<file path="config.mk">
export PLATFORM = sky130hd
export DESIGN_NAME = tx_start_ctl
export DESIGN_NICKNAME = d
export VERILOG_FILES = /design/src/rtl/tsc_pkg.sv /design/src/rtl/tsc_thr_ladder.sv /design/src/rtl/tsc_frame_gate.sv /design/src/rtl/tx_start_ctl.sv
export SDC_FILE = /design/constraint.sdc
export NUM_CORES = 1
export LEC_CHECK = 0
export ABC_CLOCK_PERIOD_IN_PS = 6900
export BUFFER_PORTS_ARGS = -buffer_cell sky130_fd_sc_hd__buf_2
export CAP_MARGIN = 20
export CELL_PAD_IN_SITES_DETAIL_PLACEMENT = 2
export CELL_PAD_IN_SITES_GLOBAL_PLACEMENT = 2
export CORE_MARGIN = 5
export CORE_UTILIZATION = 32
export CTS_BUF_LIST = sky130_fd_sc_hd__clkbuf_8
export CTS_CLUSTER_SIZE = 12
export DETAILED_ROUTE_END_ITERATION = 8
export GPL_ROUTABILITY_DRIVEN = 1
export PLACE_DENSITY = 0.89
export SLEW_MARGIN = 10
export SYNTH_ARGS = -nofsm -noshare
export SYNTH_HDL_FRONTEND = slang
export SYNTH_SLANG_ARGS = --single-unit
</file>
<file path="constraint.sdc">
create_clock -name clk -period 6.9 [get_ports clk]
set_clock_uncertainty 0.1 [all_clocks]
set_input_delay 1.38 -clock clk [delete_from_list [all_inputs] [get_ports clk]]
set_output_delay 1.38 -clock clk [all_outputs]
set_load 0.01 [all_outputs]
</file>
<file path="src/rtl/tsc_pkg.sv">
package tsc_pkg;

  // Round a requested transmit threshold up to the transmit ladder.
  function automatic int snap_tx(input int req);
    if (req <= 32)       return 32;
    else if (req <= 64)  return 64;
    else if (req <= 128) return 128;
    else if (req <= 192) return 192;
    else                 return 256;
  endfunction

  // Round a requested receive threshold up to the receive ladder.
  function automatic int snap_rx(input int req);
    if (req <= 32)      return 32;
    else if (req <= 64) return 64;
    else if (req <= 96) return 96;
    else                return 128;
  endfunction

endpackage

</file>
<file path="src/rtl/tsc_thr_ladder.sv">
module tsc_thr_ladder #(
  parameter bit FOR_TX = 1'b1,
  parameter int THR_W  = 9
) (
  input  logic [THR_W-1:0] req,
  output logic [THR_W-1:0] thr
);
  generate
    if (FOR_TX) begin : g_tx
      always_comb thr = THR_W'(tsc_pkg::snap_tx(int'(req)));
    end else begin : g_rx
      always_comb thr = THR_W'(tsc_pkg::snap_rx(int'(req)));
    end
  endgenerate
endmodule

</file>
<file path="src/rtl/tsc_frame_gate.sv">
module tsc_frame_gate #(
  parameter int LVL_W = 10,
  parameter int THR_W = 9,
  parameter int CNT_W = 4
) (
  input  logic             clk,
  input  logic             rst_n,
  input  logic             clr,
  input  logic             hold,
  input  logic             cfg_sf,
  input  logic [THR_W-1:0] cfg_thr,
  input  logic             wr_eof,
  input  logic             rd_pop,
  input  logic             rd_eof,
  input  logic [LVL_W-1:0] level,
  output logic             go,
  output logic             done,
  output logic             active,
  output logic             act_sf,
  output logic             frames_nz
);
  localparam int CMP_W = (LVL_W > THR_W) ? LVL_W : THR_W;
  localparam logic [CNT_W-1:0] CNT_MAX = '1;

  logic [THR_W-1:0] act_thr;
  logic [CNT_W-1:0] frames;
  logic             take;
  logic             lvl_ok;

  assign frames_nz = (frames != '0);
  assign lvl_ok    = CMP_W'(level) >= CMP_W'(act_thr);
  assign go        = !hold && !active && (frames_nz || (!act_sf && lvl_ok));
  assign take      = rd_pop && go;
  assign done      = rd_eof && (active || take);

  always_ff @(posedge clk) begin
    if (!rst_n) begin
      frames  <= '0;
      active  <= 1'b0;
      act_sf  <= 1'b1;
      act_thr <= '1;
    end else begin
      if (clr)
        frames <= '0;
      else if (wr_eof && !done && frames != CNT_MAX)
        frames <= frames + 1'b1;
      else if (done && !wr_eof && frames_nz)
        frames <= frames - 1'b1;

      if (clr)
        active <= 1'b0;
      else if (take && !rd_eof)
        active <= 1'b1;
      else if (active && rd_eof)
        active <= 1'b0;

      // configuration is taken up only between frames
      if (!active && !take) begin
        act_sf  <= cfg_sf;
        act_thr <= cfg_thr;
      end
    end
  end
endmodule

</file>
<file path="src/rtl/tx_start_ctl.sv">
module tx_start_ctl #(
  parameter int LVL_W = 10,
  parameter int THR_W = 9,
  parameter int CNT_W = 4
) (
  input  logic             clk,
  input  logic             rst_n,
  input  logic             cfg_tx_sf,
  input  logic [THR_W-1:0] cfg_tx_thr_req,
  input  logic             cfg_rx_sf,
  input  logic [THR_W-1:0] cfg_rx_thr_req,
  input  logic             cfg_csum_ins,
  input  logic             cfg_early_second,
  input  logic             flush_req,
  input  logic             tx_wr_eof,
  input  logic [LVL_W-1:0] tx_level,
  input  logic             tx_rd_pop,
  input  logic             tx_rd_eof,
  input  logic             tx_status_done,
  input  logic             rx_wr_eof,
  input  logic [LVL_W-1:0] rx_level,
  input  logic             rx_rd_pop,
  input  logic             rx_rd_eof,
  output logic             tx_start,
  output logic             rx_fwd_ok,
  output logic             flush_busy,
  output logic             fifo_discard,
  output logic             underflow,
  output logic             csum_refused
);
  logic [THR_W-1:0] tx_thr, rx_thr;
  logic tx_active, tx_act_sf, tx_frames_nz, tx_done;
  logic rx_active, rx_act_sf, rx_frames_nz, rx_done;
  logic drop, stat_wait, uf_ev, tx_hold, tx_clr;

  tsc_thr_ladder #(.FOR_TX(1'b1), .THR_W(THR_W)) u_tx_lad (.req(cfg_tx_thr_req), .thr(tx_thr));
  tsc_thr_ladder #(.FOR_TX(1'b0), .THR_W(THR_W)) u_rx_lad (.req(cfg_rx_thr_req), .thr(rx_thr));

  assign uf_ev   = tx_active && !tx_act_sf && (tx_level == '0) && !tx_frames_nz && !drop;
  assign tx_hold = flush_req || flush_busy || drop || (stat_wait && !cfg_early_second);
  assign tx_clr  = flush_req || uf_ev;

  tsc_frame_gate #(.LVL_W(LVL_W), .THR_W(THR_W), .CNT_W(CNT_W)) u_tx_gate (
    .clk(clk), .rst_n(rst_n), .clr(tx_clr), .hold(tx_hold),
    .cfg_sf(cfg_tx_sf), .cfg_thr(tx_thr),
    .wr_eof(tx_wr_eof && !drop), .rd_pop(tx_rd_pop), .rd_eof(tx_rd_eof),
    .level(tx_level), .go(tx_start), .done(tx_done), .active(tx_active),
    .act_sf(tx_act_sf), .frames_nz(tx_frames_nz)
  );

  tsc_frame_gate #(.LVL_W(LVL_W), .THR_W(THR_W), .CNT_W(CNT_W)) u_rx_gate (
    .clk(clk), .rst_n(rst_n), .clr(1'b0), .hold(1'b0),
    .cfg_sf(cfg_rx_sf), .cfg_thr(rx_thr),
    .wr_eof(rx_wr_eof), .rd_pop(rx_rd_pop), .rd_eof(rx_rd_eof),
    .level(rx_level), .go(rx_fwd_ok), .done(rx_done), .active(rx_active),
    .act_sf(rx_act_sf), .frames_nz(rx_frames_nz)
  );

  always_ff @(posedge clk) begin
    if (!rst_n) begin
      flush_busy <= 1'b0;
      drop       <= 1'b0;
      underflow  <= 1'b0;
      stat_wait  <= 1'b0;
    end else begin
      if (flush_req)
        flush_busy <= 1'b1;
      else if (flush_busy && tx_level == '0)
        flush_busy <= 1'b0;

      if (flush_req)
        drop <= 1'b0;
      else if (uf_ev)
        drop <= 1'b1;
      else if (tx_wr_eof)
        drop <= 1'b0;

      if (flush_req)
        underflow <= 1'b0;
      else if (uf_ev)
        underflow <= 1'b1;

      if (flush_req)
        stat_wait <= 1'b0;
      else if (tx_done)
        stat_wait <= 1'b1;
      else if (tx_status_done)
        stat_wait <= 1'b0;
    end
  end

  assign fifo_discard = flush_busy || drop;
  assign csum_refused = cfg_csum_ins && !tx_act_sf;
endmodule

</file>
* Word level (Yosys, flattened, before mapping)
Cells that the tools add are included. Widths: inputs -> output; s select.
Storage, ports and cells: memory bits (writable) 0, flip-flop bits (word level) 34, memory bits (read-only) 0, logic and storage cells 117, output and inout bits 6, latch bits 0, memories kept 0
Operators by class: multiply operators 0, muxes and demuxes 21, magnitude comparators 9, add/subtract/negate cells 4, equality and inequality tests 2, shift operators 0, bitwise gates (word level) 1, div/mod/pow operators 0, reduce and logical (&&, ||, !) cells 68
Operators by type and width (number):
- $mux 9 | 6
- $logic_and 1x1->1 | 31
- $le 9x7->1 const B | 3
- $ge 10x9->1 | 2
- $le 9x6->1 const B | 2
- $le 9x8->1 const B | 2
- $logic_not 1->1 | 16
- $mux 4 | 4
- $reduce_bool 2->1 | 7
- $logic_not 10->1 | 1
- $mux 1 | 10
- $logic_or 1x1->1 | 9
- $add 4x1->4 const B | 2
- $mux 8 | 1
- $ne 4x4->1 const B | 2
- $reduce_bool 4->1 | 2
- $sub 4x1->4 const B | 2
- $reduce_or 2->1 | 2
- $not 1->1 | 1

* Logic depth before layout (Yosys ltp)
depth after elaboration 13, depth in mapped cells 13

* By module
A second synthesis with hierarchy kept.
Second synthesis, totals: cell total of the unflattened synthesis 295, area total of the unflattened synthesis 2549.9 µm²
Modules (own cells, without submodules):
- tsc_frame_gate | area each 1032.2 µm², instances 2, cells each 115, seq. area each 300.3 µm²
- tx_start_ctl | area each 220.2 µm², instances 1, cells each 27, seq. area each 80.1 µm²
- tsc_thr_ladder at u_tx_lad | area each 150.1 µm², instances 1, cells each 22, seq. area each 0.0 µm²
- tsc_thr_ladder at u_rx_lad | area each 115.1 µm², instances 1, cells each 16, seq. area each 0.0 µm²

* Least setup slack after synthesis
OpenSTA, ideal clock, no wires.
path type input to output, start in rx_level[5], end out rx_fwd_ok, data required time 5420 ps, path slack 2925 ps, arrival 2495 ps, stages on the path 5, cell sequence ha_1 o21ai_0 a211o_1 o21ai_0 nor2b_1
Between the ends: word-level cells in the longest chain between the ends 4
Ends and longest elaborated chain:
- start: declaration | RTL line tx_start_ctl.sv:21 | input logic [LVL_W-1:0] rx_level,
- $ge 10x9->1 | RTL line tsc_frame_gate.sv:31 | assign lvl_ok = CMP_W'(level) >= CMP_W'(act_thr);
- $logic_and 1x1->1 | RTL line tsc_frame_gate.sv:32 | assign go = !hold && !active && (frames_nz || (!act_sf && lvl_ok));
- $logic_or 1x1->1 | RTL line tsc_frame_gate.sv:32
- $logic_and 1x1->1 | RTL line tsc_frame_gate.sv:32
- end: declaration | RTL line tx_start_ctl.sv:25 | output logic rx_fwd_ok,
Every way passes these cells.

* Worst setup path in the final report
Ends and elaborated chain as after synthesis.

==> impl_metrics.json <==
{
  "outcome": "finished clean",
  "leakagePower_nw": 1.10,
  "synthCells": 231,
  "rows": 28,
  "async_flop_share": 0,
  "antenna_found_initial": 0,
  "place_area_um2": 2260,
  "start_util": 0.324,
  "met1_usage": 0.194,
  "ys_ff_latch": 25,
  "first_pass_iters": 4,
  "path_cells": "buf_2 > ha_1 > o21ai_0 > a211o_1 > o21ai_0 > nor2b_1 > buf_2",
  "dp_hpwl_um": 5030,
  "area_growth_pct": 21.5,
  "worstPathArrival_ns": 2.86,
  "worst_ep_required_time_ns": 5.42,
  "synth_top_area_cell": "dfxtp_1",
  "hp-class": "reg -> reg",
  "numCtsBuffers": 3,
  "yosysTopAreaCellShare": 0.264,
  "numPlacedInstances": 359,
  "reg2reg_slack_ns": 3.41,
  "clockRootBuffer": "clkbuf_8",
  "insertedDiodeCount": 0,
  "fp.dieH_um": 86.9,
  "gr-usage-met3": 0.0388,
  "synth.area.top_cells": "dfxtp_1 (26%), ha_1 (15%), nand2_1 (5.0%), inv_1 (3.8%), a21oi_1 (3.7%)",
  "drc": 0,
  "clock_sinks": 25,
  "max_slew.worst_pin.slew_ns": 0.698,
  "use_met2": 0.299,
  "htreeDepth": 1,
  "instances_no_fill": 363,
  "grt_pass1_wl_um": 9830,
  "synthDistinctLibCells": 50,
  "path_buf_inv": 2,
  "io_buffers": 57,
  "synthTopCellsByCount": "dfxtp_1 (25), nand2_1 (25), ha_1 (22)",
  "clk_pin_slew_ns": 0.09,
  "power_density_nw_per_um2": 211,
  "detail-route-antenna-nets": 0,
  "dieWidth_um": 86.9,
  "synthFlopType": "dfxtp_1",
  "gp_congestion": 0.769,
  "finalCriticalPeriod_ns": 4.34,
  "ir_worst_vdd_uv": 110,
  "cts_tree": "done",
  "hold_viol": 0,
  "die-area_um2": 7550,
  "totalNegativeSetupSlack_ns": 0,
  "io_pins": 58,
  "ctsHoldBuffers": 0,
  "track_usage": 0.163,
  "synth-edff-count": 0,
  "cpMaxStageDelayCell": "o21ai_0",
  "routed_wl_um": 5880,
  "coreArea_um2": 5850,
  "post_cts_buffers": 0,
  "cts_buffer_depth": 2,
  "power_w": 0.000485,
  "insertion_delay_ns": 0.27,
  "syn_area_per_cell_um2": 8.20,
  "num_vias": 1935,
  "cts_resized": 0,
  "cp_top_family": "compound AO/OA/AOI/OAI gates",
  "syn_nets": 307,
  "final_util": 0.393,
  "grt_pass1_vias": 2157,
  "grt_busiest_layer": "met2",
  "drt_iter0_drc": 63,
  "stdcell_area_um2": 2300,
  "grt_max_degree": 27,
  "crit_path_start_kind": "primary input",
  "viasPerCell": 5.33,
  "max_freq_ghz": 0.230,
  "crit_fanout": 3,
  "fin_crit_sh": 0.629,
  "wl_per_cell_um": 16.2,
  "drive_above_1_share": 0.257,
  "seq_area_frac_synth": 0.264,
  "num-fill-cells": 705,
  "syn_area_um2": 1890,
  "rsz0062_at_grt": "no",
  "yosysWarnings": 0,
  "max-slew-margin-rel": 0.532,
  "setup_viol": 0,
  "slowest_delay_ns": 0.34,
  "path_class": "in -> out",
  "slew_viol_final": 0,
  "end_kind": "output port",
  "finalNetCount": 365,
  "grt-ovfl-total": 0,
  "cap_violations": 0
}
==> tightest hold or removal path, cell delays in order, from the launching register on <==
cell and delay [ns]:
dfxtp_1 0.35, nand2_1 0.07, nand2_1 0.04
==> cells in the final DEF, fill, tap and decap left out, types with 6 or more instances in the layout <==
| cell | count |
|---|---|
| ha_1 | 22 |
| dfxtp_1 | 25 |
| nor2b_1 | 7 |
| mux2i_1 | 7 |
| nor2_1 | 16 |
| inv_1 | 20 |
| nand2_1 | 25 |
| a21oi_1 | 14 |
| buf_2 | 57 |
| o21ai_0 | 11 |
| nand2b_1 | 8 |
| nor3_1 | 6 |
==> power by group <==
group / total (W) / leakage [nW] / switching (W) / internal [W]
clock: 0.0000878 / 0.0269 / 0.0000479 / 0.0000399
sequential: 0.000187 / 0.207 / 0.0000218 / 0.000165
combinational: 0.000210 / 0.866 / 0.000113 / 0.0000970
total: 0.000485 / 1.10 / 0.000183 / 0.000302
==> per-layer routing <==
metal / vias to the layer above / routed length [um] / share of wire
met5: - / 0 / 0
met4: 0 / 34 / 0.0058
met3: 4 / 321 / 0.055
met2: 43 / 2930 / 0.50
met1: 933 / 2590 / 0.44
li1: 955 / - / -
==> stage by stage <==
step / setup WS [ns] / hold slack (ns)
after floorplan: 2.93 / 0.339
after global placement: 2.63 / 0.359
after detailed placement: 2.42 / 0.367
after CTS: 2.57 / 0.394
after global routing: 2.39 / 0.422
final: 2.56 / 0.390
==> final timing paths <==
kind | from | end | depth (start not counted)
worst max register to register | u_rx_gate.act_thr[4]$_SDFFE_PN1P_ | u_rx_gate.frames[3]$_SDFFE_PN0P_ | 13
worst min-delay path | u_rx_gate.act_thr[4]$_SDFFE_PN1P_ | u_rx_gate.act_thr[4]$_SDFFE_PN1P_ | 2
worst max-delay path | rx_level[5] | rx_fwd_ok | 7
worst min register to register | u_rx_gate.act_thr[4]$_SDFFE_PN1P_ | u_rx_gate.act_thr[4]$_SDFFE_PN1P_ | 2
==> cells by family (layout without fill, tap and decap cells) <==
family | count (synthesis) | in the layout | share of synthesized area
mux | 9 | 9 | 0.0489
flops | 25 | 25 | 0.264
xor+xnor | 4 | 4 | 0.0185
compound gates | 59 | 59 | 0.219
simple gates | 87 | 87 | 0.236
fa+ha+maj | 24 | 24 | 0.167
buf+inv | 23 | 80 | 0.0463
==> state kept, by name (all words and copies together), names as in the netlist <==
signal             flops
u_tx_gate.active       1
underflow              1
stat_wait              1
u_rx_gate.act_sf       1
u_tx_gate.act_thr      5
u_tx_gate.act_sf       1
u_rx_gate.frames       4
u_tx_gate.frames       4
drop                   1
u_rx_gate.act_thr      4
flush_busy             1
u_rx_gate.active       1
==> area by class of cell <==
cell class                      count  area (um2)  share of cell area
Clock buffer                        3        41.3              0.0179
Timing Repair Buffer               57         285               0.124
Sequential cell                    25         500               0.218
Multi-Input combinational cell    183        1310               0.567
Inverter                           19        71.3              0.0310
Clock inverter                      1        3.75             0.00163
Tap cell                           75        93.8              0.0408
Power figures use the tool's default switching activity.
